File: config.mk
export PLATFORM = sky130hd
export DESIGN_NAME = burst_mem_ctrl
export DESIGN_NICKNAME = d
export VERILOG_FILES = /design/src/rtl/bmc_pkg.sv /design/src/rtl/bmc_addr_gen.sv /design/src/rtl/bmc_range_chk.sv /design/src/rtl/bmc_sram.sv /design/src/rtl/bmc_fsm.sv /design/src/rtl/burst_mem_ctrl.sv
export SDC_FILE = /design/constraint.sdc
export NUM_CORES = 2
export LEC_CHECK = 0
export ABC_CLOCK_PERIOD_IN_PS = 4400
export BUFFER_PORTS_ARGS = -buffer_cell sky130_fd_sc_hd__buf_2
export CORE_MARGIN = 10
export CORE_UTILIZATION = 25
export DETAILED_ROUTE_END_ITERATION = 7
export GPL_TIMING_DRIVEN = 0
export PLACE_DENSITY = 0.36
export SLEW_MARGIN = 20
export SYNTH_ARGS = -nofsm -noshare
export SYNTH_HDL_FRONTEND = slang
export SYNTH_HIERARCHICAL = 1
export SYNTH_SLANG_ARGS = --single-unit
File: constraint.sdc
create_clock -name clk -period 4.4 [get_ports clk]
set_input_delay 0.88 -clock clk [delete_from_list [all_inputs] [get_ports clk]]
set_output_delay 0.88 -clock clk [all_outputs]
set_load 0.01 [all_outputs]
File: src/rtl/bmc_pkg.sv
package bmc_pkg;
   typedef enum logic [1:0] {
      ST_IDLE  = 2'd0,
      ST_FIRST = 2'd1,
      ST_BEAT  = 2'd2
   } bmc_state_e;
endpackage

File: src/rtl/bmc_addr_gen.sv
// Wrapping word address inside an aligned line.
module bmc_addr_gen #(
   parameter int MEM_AW    = 6,
   parameter int LINE_BITS = 2
) (
   input  logic [MEM_AW-1:0]    base_word,
   input  logic [LINE_BITS-1:0] offset,
   output logic [MEM_AW-1:0]    word
);
   logic [LINE_BITS-1:0] low_sum;

   always_comb low_sum = base_word[LINE_BITS-1:0] + offset;

   generate
      if (MEM_AW > LINE_BITS) begin : g_upper
         assign word = {base_word[MEM_AW-1:LINE_BITS], low_sum};
      end else begin : g_line_only
         assign word = low_sum;
      end
   endgenerate
endmodule

File: src/rtl/bmc_range_chk.sv
// Decides whether an address may be served as a burst.
module bmc_range_chk #(
   parameter int          AW       = 32,
   parameter bit          BURST_EN = 1'b1,
   parameter logic [31:0] LO       = 32'h0000_0000,
   parameter logic [31:0] HI       = 32'h0000_007F
) (
   input  logic [AW-1:0] addr,
   output logic          burstable
);
   generate
      if (!BURST_EN) begin : g_off
         assign burstable = 1'b0;
      end else begin : g_window
         logic [31:0] a32;
         always_comb begin
            a32 = '0;
            a32[AW-1:0] = addr;
         end
         assign burstable = (a32 >= LO) && (a32 <= HI);
      end
   endgenerate
endmodule

File: src/rtl/bmc_sram.sv
// Word array with a registered read port (one clock latency).
module bmc_sram #(
   parameter int DW = 32,
   parameter int AW = 6
) (
   input  logic          clk,
   input  logic          we,
   input  logic [AW-1:0] waddr,
   input  logic [DW-1:0] wdata,
   input  logic [AW-1:0] raddr,
   output logic [DW-1:0] q
);
   localparam int DEPTH = 1 << AW;

   logic [DW-1:0] mem [DEPTH];

   always_ff @(posedge clk) begin
      if (we) mem[waddr] <= wdata;
      q <= mem[raddr];
   end
endmodule

File: src/rtl/bmc_fsm.sv
// Transfer sequencing: first word in two clocks, later beats in one.
module bmc_fsm
   import bmc_pkg::*;
#(
   parameter int LINE_BITS = 2
) (
   input  logic                 clk,
   input  logic                 rst_n,
   input  logic                 bus_as,
   input  logic                 bus_ds,
   input  logic                 bus_rw,
   input  logic                 bus_burst_req,
   input  logic                 burstable,
   output logic                 start,
   output logic                 in_idle,
   output logic [LINE_BITS-1:0] beat,
   output logic                 ack,
   output logic                 grant,
   output logic                 read_oe
);
   localparam logic [LINE_BITS-1:0] LAST_BEAT = '1;

   bmc_state_e state;
   logic       cap_read;
   logic       granted;
   logic       keep_going;

   always_comb begin
      in_idle    = (state == ST_IDLE);
      start      = in_idle && bus_as && bus_ds;
      keep_going = bus_as && bus_burst_req;
      ack        = !in_idle;
      grant      = granted && !in_idle;
      read_oe    = ack && cap_read;
   end

   always_ff @(posedge clk) begin
      if (!rst_n) begin
         state    <= ST_IDLE;
         beat     <= '0;
         cap_read <= 1'b0;
         granted  <= 1'b0;
      end else begin
         unique case (state)
            ST_IDLE: begin
               if (start) begin
                  state    <= ST_FIRST;
                  beat     <= '0;
                  cap_read <= bus_rw;
                  granted  <= bus_rw && bus_burst_req && burstable;
               end
            end
            ST_FIRST: begin
               if (granted && keep_going) begin
                  state <= ST_BEAT;
                  beat  <= beat + 1'b1;
               end else begin
                  state   <= ST_IDLE;
                  granted <= 1'b0;
               end
            end
            ST_BEAT: begin
               if (!keep_going || beat == LAST_BEAT) begin
                  state   <= ST_IDLE;
                  granted <= 1'b0;
               end else begin
                  beat <= beat + 1'b1;
               end
            end
            default: begin
               state   <= ST_IDLE;
               granted <= 1'b0;
            end
         endcase
      end
   end
endmodule

File: src/rtl/burst_mem_ctrl.sv
module burst_mem_ctrl #(
   parameter int          DW         = 32,
   parameter int          AW         = 32,
   parameter int          MEM_AW     = 6,
   parameter int          LINE_WORDS = 4,
   parameter bit          BURST_EN   = 1'b1,
   parameter logic [31:0] BURST_LO   = 32'h0000_0000,
   parameter logic [31:0] BURST_HI   = 32'h0000_007F
) (
   input  logic          clk,
   input  logic          rst_n,
   input  logic          bus_as,
   input  logic          bus_ds,
   input  logic          bus_rw,
   input  logic [AW-1:0] bus_addr,
   input  logic [DW-1:0] bus_wdata,
   input  logic          bus_burst_req,
   output logic [DW-1:0] rd_data,
   output logic          term_ack,
   output logic          burst_ack
);
   localparam int LINE_BITS = $clog2(LINE_WORDS);
   localparam int BYTE_BITS = $clog2(DW / 8);

   generate
      if (LINE_WORDS < 2 || (1 << LINE_BITS) != LINE_WORDS) begin : g_bad_line
         $error("LINE_WORDS must be a power of two of at least 2");
      end
      if (MEM_AW <= LINE_BITS) begin : g_bad_mem
         $error("MEM_AW must exceed the line index width");
      end
      if (DW != 32) begin : g_bad_dw
         $error("bus is fixed at 32 bits");
      end
      if (AW < MEM_AW + BYTE_BITS || AW > 32) begin : g_bad_aw
         $error("AW out of range");
      end
   endgenerate

   logic [MEM_AW-1:0]    bus_word;
   logic [MEM_AW-1:0]    cap_word;
   logic [MEM_AW-1:0]    next_word;
   logic [MEM_AW-1:0]    raddr;
   logic [DW-1:0]        mem_q;
   logic [LINE_BITS-1:0] beat;
   logic                 start;
   logic                 in_idle;
   logic                 burstable;
   logic                 ack;
   logic                 grant;
   logic                 read_oe;

   assign bus_word = bus_addr[MEM_AW+BYTE_BITS-1:BYTE_BITS];

   bmc_range_chk #(
      .AW(AW), .BURST_EN(BURST_EN), .LO(BURST_LO), .HI(BURST_HI)
   ) u_range (
      .addr(bus_addr), .burstable(burstable)
   );

   bmc_fsm #(.LINE_BITS(LINE_BITS)) u_fsm (
      .clk(clk), .rst_n(rst_n),
      .bus_as(bus_as), .bus_ds(bus_ds), .bus_rw(bus_rw),
      .bus_burst_req(bus_burst_req), .burstable(burstable),
      .start(start), .in_idle(in_idle), .beat(beat),
      .ack(ack), .grant(grant), .read_oe(read_oe)
   );

   always_ff @(posedge clk) begin
      if (!rst_n)     cap_word <= '0;
      else if (start) cap_word <= bus_word;
   end

   bmc_addr_gen #(.MEM_AW(MEM_AW), .LINE_BITS(LINE_BITS)) u_wrap (
      .base_word(cap_word), .offset(beat + 1'b1), .word(next_word)
   );

   assign raddr = in_idle ? bus_word : next_word;

   bmc_sram #(.DW(DW), .AW(MEM_AW)) u_mem (
      .clk(clk), .we(start && !bus_rw), .waddr(bus_word),
      .wdata(bus_wdata), .raddr(raddr), .q(mem_q)
   );

   assign rd_data   = read_oe ? mem_q : '0;
   assign term_ack  = ack;
   assign burst_ack = grant;
endmodule

-- Yosys cells after proc, flatten, opt, wreduce, memory -nomap -nowiden
Memories as Yosys holds them, arrays and structs flattened. A register that Yosys moved wholly into a read port is not among the register bits.
Index checks and enable logic that the tools add are counted.
- flip-flop bits (word level): 12
- RAM bits: 2048
- input port bits: 70
- output and inout bits: 34
- logic and storage cells: 54
- memories kept: 1
- memories (name ; depth ; bits a word ; read ports ; clocked after Yosys merged registers in ; wr ports ; RTL line ; text):
    u_mem.mem ; 64 ; 32 ; 1 ; 1 ; 1 ; bmc_sram.sv:15 ; logic [DW-1:0] mem [DEPTH];
- add/subtract/negate cells: 2
- magnitude comparators: 2
- equality and inequality tests: 8
- mux-type cells: 16
- reduce and logical (&&, ||, !) cells: 20
- operator list (kind ; number):
    $ge 32x1->1 const B ; 1
    $le 32x7->1 const B ; 1
    $mux 32 ; 1
    $mux 2 ; 6
    $pmux 2 s3 ; 2
    $logic_and 1x1->1 ; 10
    $mux 6 ; 1
    $ne 2x2->1 const B ; 3
    $mux 1 ; 5
    $eq 2x2->1 const B ; 2
    $ne 2x1->1 const B ; 2
    $reduce_and 2->1 ; 2
    $reduce_and 4->1 ; 1
    $logic_not 1->1 ; 3
    $pmux 1 s3 ; 1
    $reduce_and 3->1 ; 1
    $reduce_bool 3->1 ; 1
    $add 2x1->2 const B ; 1
    $add 2x2->2 ; 1
    $eq 2x1->1 const B ; 1
    $logic_not 2->1 ; 1
    $logic_or 1x1->1 ; 1

-- Longest topological paths before layout
- depth after elaboration: 6
- depth in mapped cells: 14
- gate-level depth less buffers: 9

-- Modules after synthesis
Netlist, hierarchy kept.
- modules (own cells, without submodules) (module ; instances ; cells an instance ; area an instance (µm²) ; seq. area each (µm²)):
    bmc_sram ; 1 ; 3324 ; 78515.3 ; 62139.6
    burst_mem_ctrl ; 1 ; 64 ; 564.3 ; 120.1
    bmc_fsm ; 1 ; 45 ; 402.9 ; 120.1
    bmc_addr_gen ; 1 ; 6 ; 66.3 ; 0.0
    bmc_range_chk ; 1 ; 10 ; 55.1 ; 0.0

-- Worst setup path before layout
No wires, ideal clock.
- path type: input to register
- start point: input bus_ds
- end point: memory u_mem.mem[48][0] (enable)
- setup time: 0.461 ns
- arrival time: 4.085 ns
- required time: 3.939 ns
- slack: -0.146 ns
- stages: 7
- buffers on the path: 1
- path through: nand2_2 nor2_4 buf_6 nor2b_1 nor2b_1 nand4b_1 nor3_1
- longest elaborated chain between the ends: 4
- ends and longest elaborated chain (item ; RTL line ; text):
    start: declaration ; burst_mem_ctrl.sv:13 ; input logic bus_ds,
    $logic_and 1x1->1 ; bmc_fsm.sv:30 ; start = in_idle && bus_as && bus_ds;
    named net start ; burst_mem_ctrl.sv:46 ; logic start;
    $logic_and 1x1->1 ; burst_mem_ctrl.sv:81 ; .clk(clk), .we(start && !bus_rw), .waddr(bus_word),
    $mux 1 ; bmc_sram.sv:18 ; if (we) mem[waddr] <= wdata;
    $mux 1 (not written as such) ; bmc_sram.sv:18 ;
    end: declaration ; bmc_sram.sv:15 ;
The timed path passes the listed nets, and every way through them passes these cells.

-- Worst setup path after layout
- start point: register u_fsm.beat[0]
- end point: register u_mem.q[5] (read register of u_mem.mem)
- longest elaborated chain between the ends: 3
- ends and longest elaborated chain (item ; RTL line ; text):
    start: declaration ; bmc_fsm.sv:16 ; output logic [LINE_BITS-1:0] beat,
    start signal: assignment ; bmc_fsm.sv:56 ; beat <= beat + 1'b1;
    start signal: assignment ; bmc_fsm.sv:67 ; beat <= beat + 1'b1;
    $add 2x1->2 ; burst_mem_ctrl.sv:75 ; .base_word(cap_word), .offset(beat + 1'b1), .word(next_word)
    $add 2x2->2 ; bmc_addr_gen.sv:12 ; always_comb low_sum = base_word[LINE_BITS-1:0] + offset;
    named net next_word[1] ; burst_mem_ctrl.sv:42 ; logic [MEM_AW-1:0] next_word;
    $mux 6 ; burst_mem_ctrl.sv:78 ; assign raddr = in_idle ? bus_word : next_word;
    named net raddr[1] ; burst_mem_ctrl.sv:43 ; logic [MEM_AW-1:0] raddr;
    end: declaration ; bmc_sram.sv:11 ; output logic [DW-1:0] q
The timed path passes the listed nets, and every way through them passes these cells.
A chain may end at the register's enable or synchronous reset.

==> metrics.yaml <==
yosys:
  yosysTopAreaCellShare_pct: 77.3
  yosysTopAreaCell: "edfxtp_1"
  ys_ff_latch: 2092
  syn_area_um2: 79600
  postSynthCellCount: 3449
  synth.net_count: 3525
  synth_area_per_cell_um2: 23.1
  synthFlopType: "edfxtp_1"
  async_flop_share_pct: 0
  ys_top_cells_by_area: "edfxtp_1 77%, mux4_2 15%, mux2i_1 1.3%, dfxtp_1 1.1%, nor2_1 0.67%"
  synth_enable_flop_cells: 2048
  yosysWarnings: 6
  seq_area_frac_synth_pct: 78.4
  ys_types: 51
drt:
  vias_per_cell: 4.87
  via_count: 40700
  drt_iter0_markers: 4441
  drc: 0
  avgRoutedWirePerCell_um: 37.1
  dr.pass1.iters: 7
  routed_wl_um: 311000
  drtAntennaViolNets: 0
cells_and_area:
  final_nets: 4057
  fin_area_um2: 98300
  drive_above_1_share_pct: 34.9
  final_cell_mix: "2048 x edfxtp_1, 544 x mux4_2, 240 x clkbuf_16"
  fillers: 30500
  final_common_cell: "edfxtp_1"
  area_growth_pct: 23.5
clocking:
  cts-root-buf: "clkbuf_16"
  clkTransAtPathRegs_ps: 60
  htree_levels: 4
  clkSinkCount: 2092
  clock_latency_ps: 880
  cts_buffers: 235
  clock_path_buffers: 3
  tritoncts: "done"
placed_design:
  place.gp.congestion: 0.778
  hpwlAfterDp_um: 218000
  io_buffers: 101
  place_area_um2: 90400
grt:
  top_usage_layer: "met2"
  grt_usage_pct: 17.8
  use_met3_pct: 2.98
  use_met1_pct: 25.3
  grt_max_degree: 65
  grt_pass1_wl_um: 406000
  grt-ovfl-total: 0
  grt_use_met2_pct: 28.2
  first_global_vias: 40500
  grt_antenna_before_repair: 28
power:
  p_leak_uw: 0.0305
  ir_worst_vdd_uv: 431
  p_per_area_nw_per_um2: 458
critical_path:
  crit_type: "reg -> reg"
  crit_chain: "inv_1, ha_1, xor3_1, mux2_4, buf_4, buf_2, nand2b_1, o22ai_1, nor2_4, a21oi_1, nor2_1"
  worst_setup_path_end_kind: "flip-flop"
  cp_slowest_cell: "nand2b_1"
  start_kind: "flip-flop"
  reg2regPathDepth: 11
  max_stage_delay_ps: 590
  cp_data_arrival_time_ps: 5060
  cp_data_required_time_ps: 5110
  cp_max_fo: 10
sta:
  finalSetupViolCount: 0
  hold_violations: 0
  fmax_mhz: 230
  rsz0062_at_grt: "no"
  tns_ps: 0
  slew_violations: 0
  finalCriticalPeriod_ps: 4360
  skew_ps: 35.5
  worst_pin_slew_ps: 1240
  maxSlewHeadroom_pct: 17.0
  finalCritPeriodShare_pct: 99.0
floorplanning:
  boundaryPins: 104
  die_area_um2: 341000
  chipHeight_um: 584
  row_count: 207
  core_um2: 318000
  die_width_um: 584
  start_util_pct: 25.1
flow_run:
  maxCapViolCount: 0
worst_hold_path:
  min_path_type: "in -> reg"
  whs_path_depth: 3
outcome:
  status: "completed"
[final cells by class]
| cell class | instances | area, µm² | area share (%) |
|---|---|---|---|
| sequential | 2092 | 62400 | 63.4 |
| timing repair buffer | 302 | 5060 | 5.15 |
| antenna | 10 | 25.0 | 0.0254 |
| clock buffer | 314 | 6400 | 6.51 |
| clock inverter | 121 | 988 | 1.01 |
| buffer | 184 | 1160 | 1.18 |
| multi-input combinational | 1159 | 17100 | 17.4 |
| tap | 4180 | 5230 | 5.32 |
| inverter | 7 | 26.3 | 0.0267 |
[worst paths after layout]
path | start | to | slack, ps
setup / recovery | u_fsm/beat[0] | u_mem/q[5] | 40
hold / removal | bus_rw | u_fsm/cap_read | 320
setup reg to reg | u_fsm/beat[0] | u_mem/q[5] | 40
hold reg to reg | u_fsm/cap_read | u_fsm/cap_read | 490
[repair_timing]
| item | 4_1_cts | 5_1_grt |
|---|---|---|
| hold buffers | 0 | 0 |
| setup buffers | 4 | 0 |
| pin swaps | 2 | 0 |
| gates resized for setup | 146 | 10 |
| setup endpoints to repair | 47 | 31 |
[critical path: cells and delay by family (launching register included)]
kind / cells / cell delay (ps)
fa+ha+maj: 1 / 190
xor+xnor: 1 / 380
flops: 1 / 410
buf+inv: 3 / 910
mux: 1 / 360
simple gates: 3 / 950
compound gates: 2 / 910
[per-stage QoR]
step | total power [µW] | setup WS [ps] | util, % | std cells | hold slack, ps
floorplan | 24200 | 608 | - | 3449 | 452
global placement | 26200 | -4250 | 26.9 | 7730 | 474
detailed placement | 26300 | -1680 | 28.5 | 7927 | 491
CTS | 45600 | -47.7 | 31.0 | 8359 | 233
global route | 46500 | 0.662 | 31.0 | 8361 | 294
finish | 45100 | 43.0 | 31.0 | 8369 | 317
[synthesized netlist by cell type, types with 12 or more instances]
cell type,number
edfxtp_1,2048
mux4_2,544
nor2_1,143
mux2i_1,103
o22ai_1,84
clkbuf_1,74
a21oi_1,63
buf_2,57
dfxtp_1,44
and2_1,35
buf_4,29
nand2_1,29
o221ai_1,27
nor2b_1,23
buf_1,21
a22oi_1,12
[routing by layer]
layer,vias up,routed length (µm)
met3,360,18400
met1,23000,139000
met4,6,8710
met5,-,45
met2,1544,144000
li1,15800,-
[state kept, by name, summed over array words and instances (netlist names)]
name / flops
u_fsm/granted: 1
u_mem/mem: 2048
u_fsm/cap_read: 1
cap_word: 6
u_fsm/state: 2
u_fsm/beat: 2
u_mem/q: 32
[where the power goes]
group,leakage [µW],internal (µW),total [µW],switching [µW]
logic,0.00812,1340,3940,2600
registers,0.0188,22000,22000,25.2
clock network,0.00363,11000,19100,8090
[kinds of logic (layout without fill, tap and decap cells)]
kind of cell	count (synthesis)	in the layout	synth area share [%]
simple gates	288	288	1.75
buf+inv	198	928	1.23
compound gates	210	210	1.73
xor+xnor	2	2	0.0409
mux	653	653	16.8
other cells	0	10	0
flops	2092	2092	78.4
fa+ha+maj	6	6	0.0943
No activity file was read; power rests on OpenSTA's default activity.
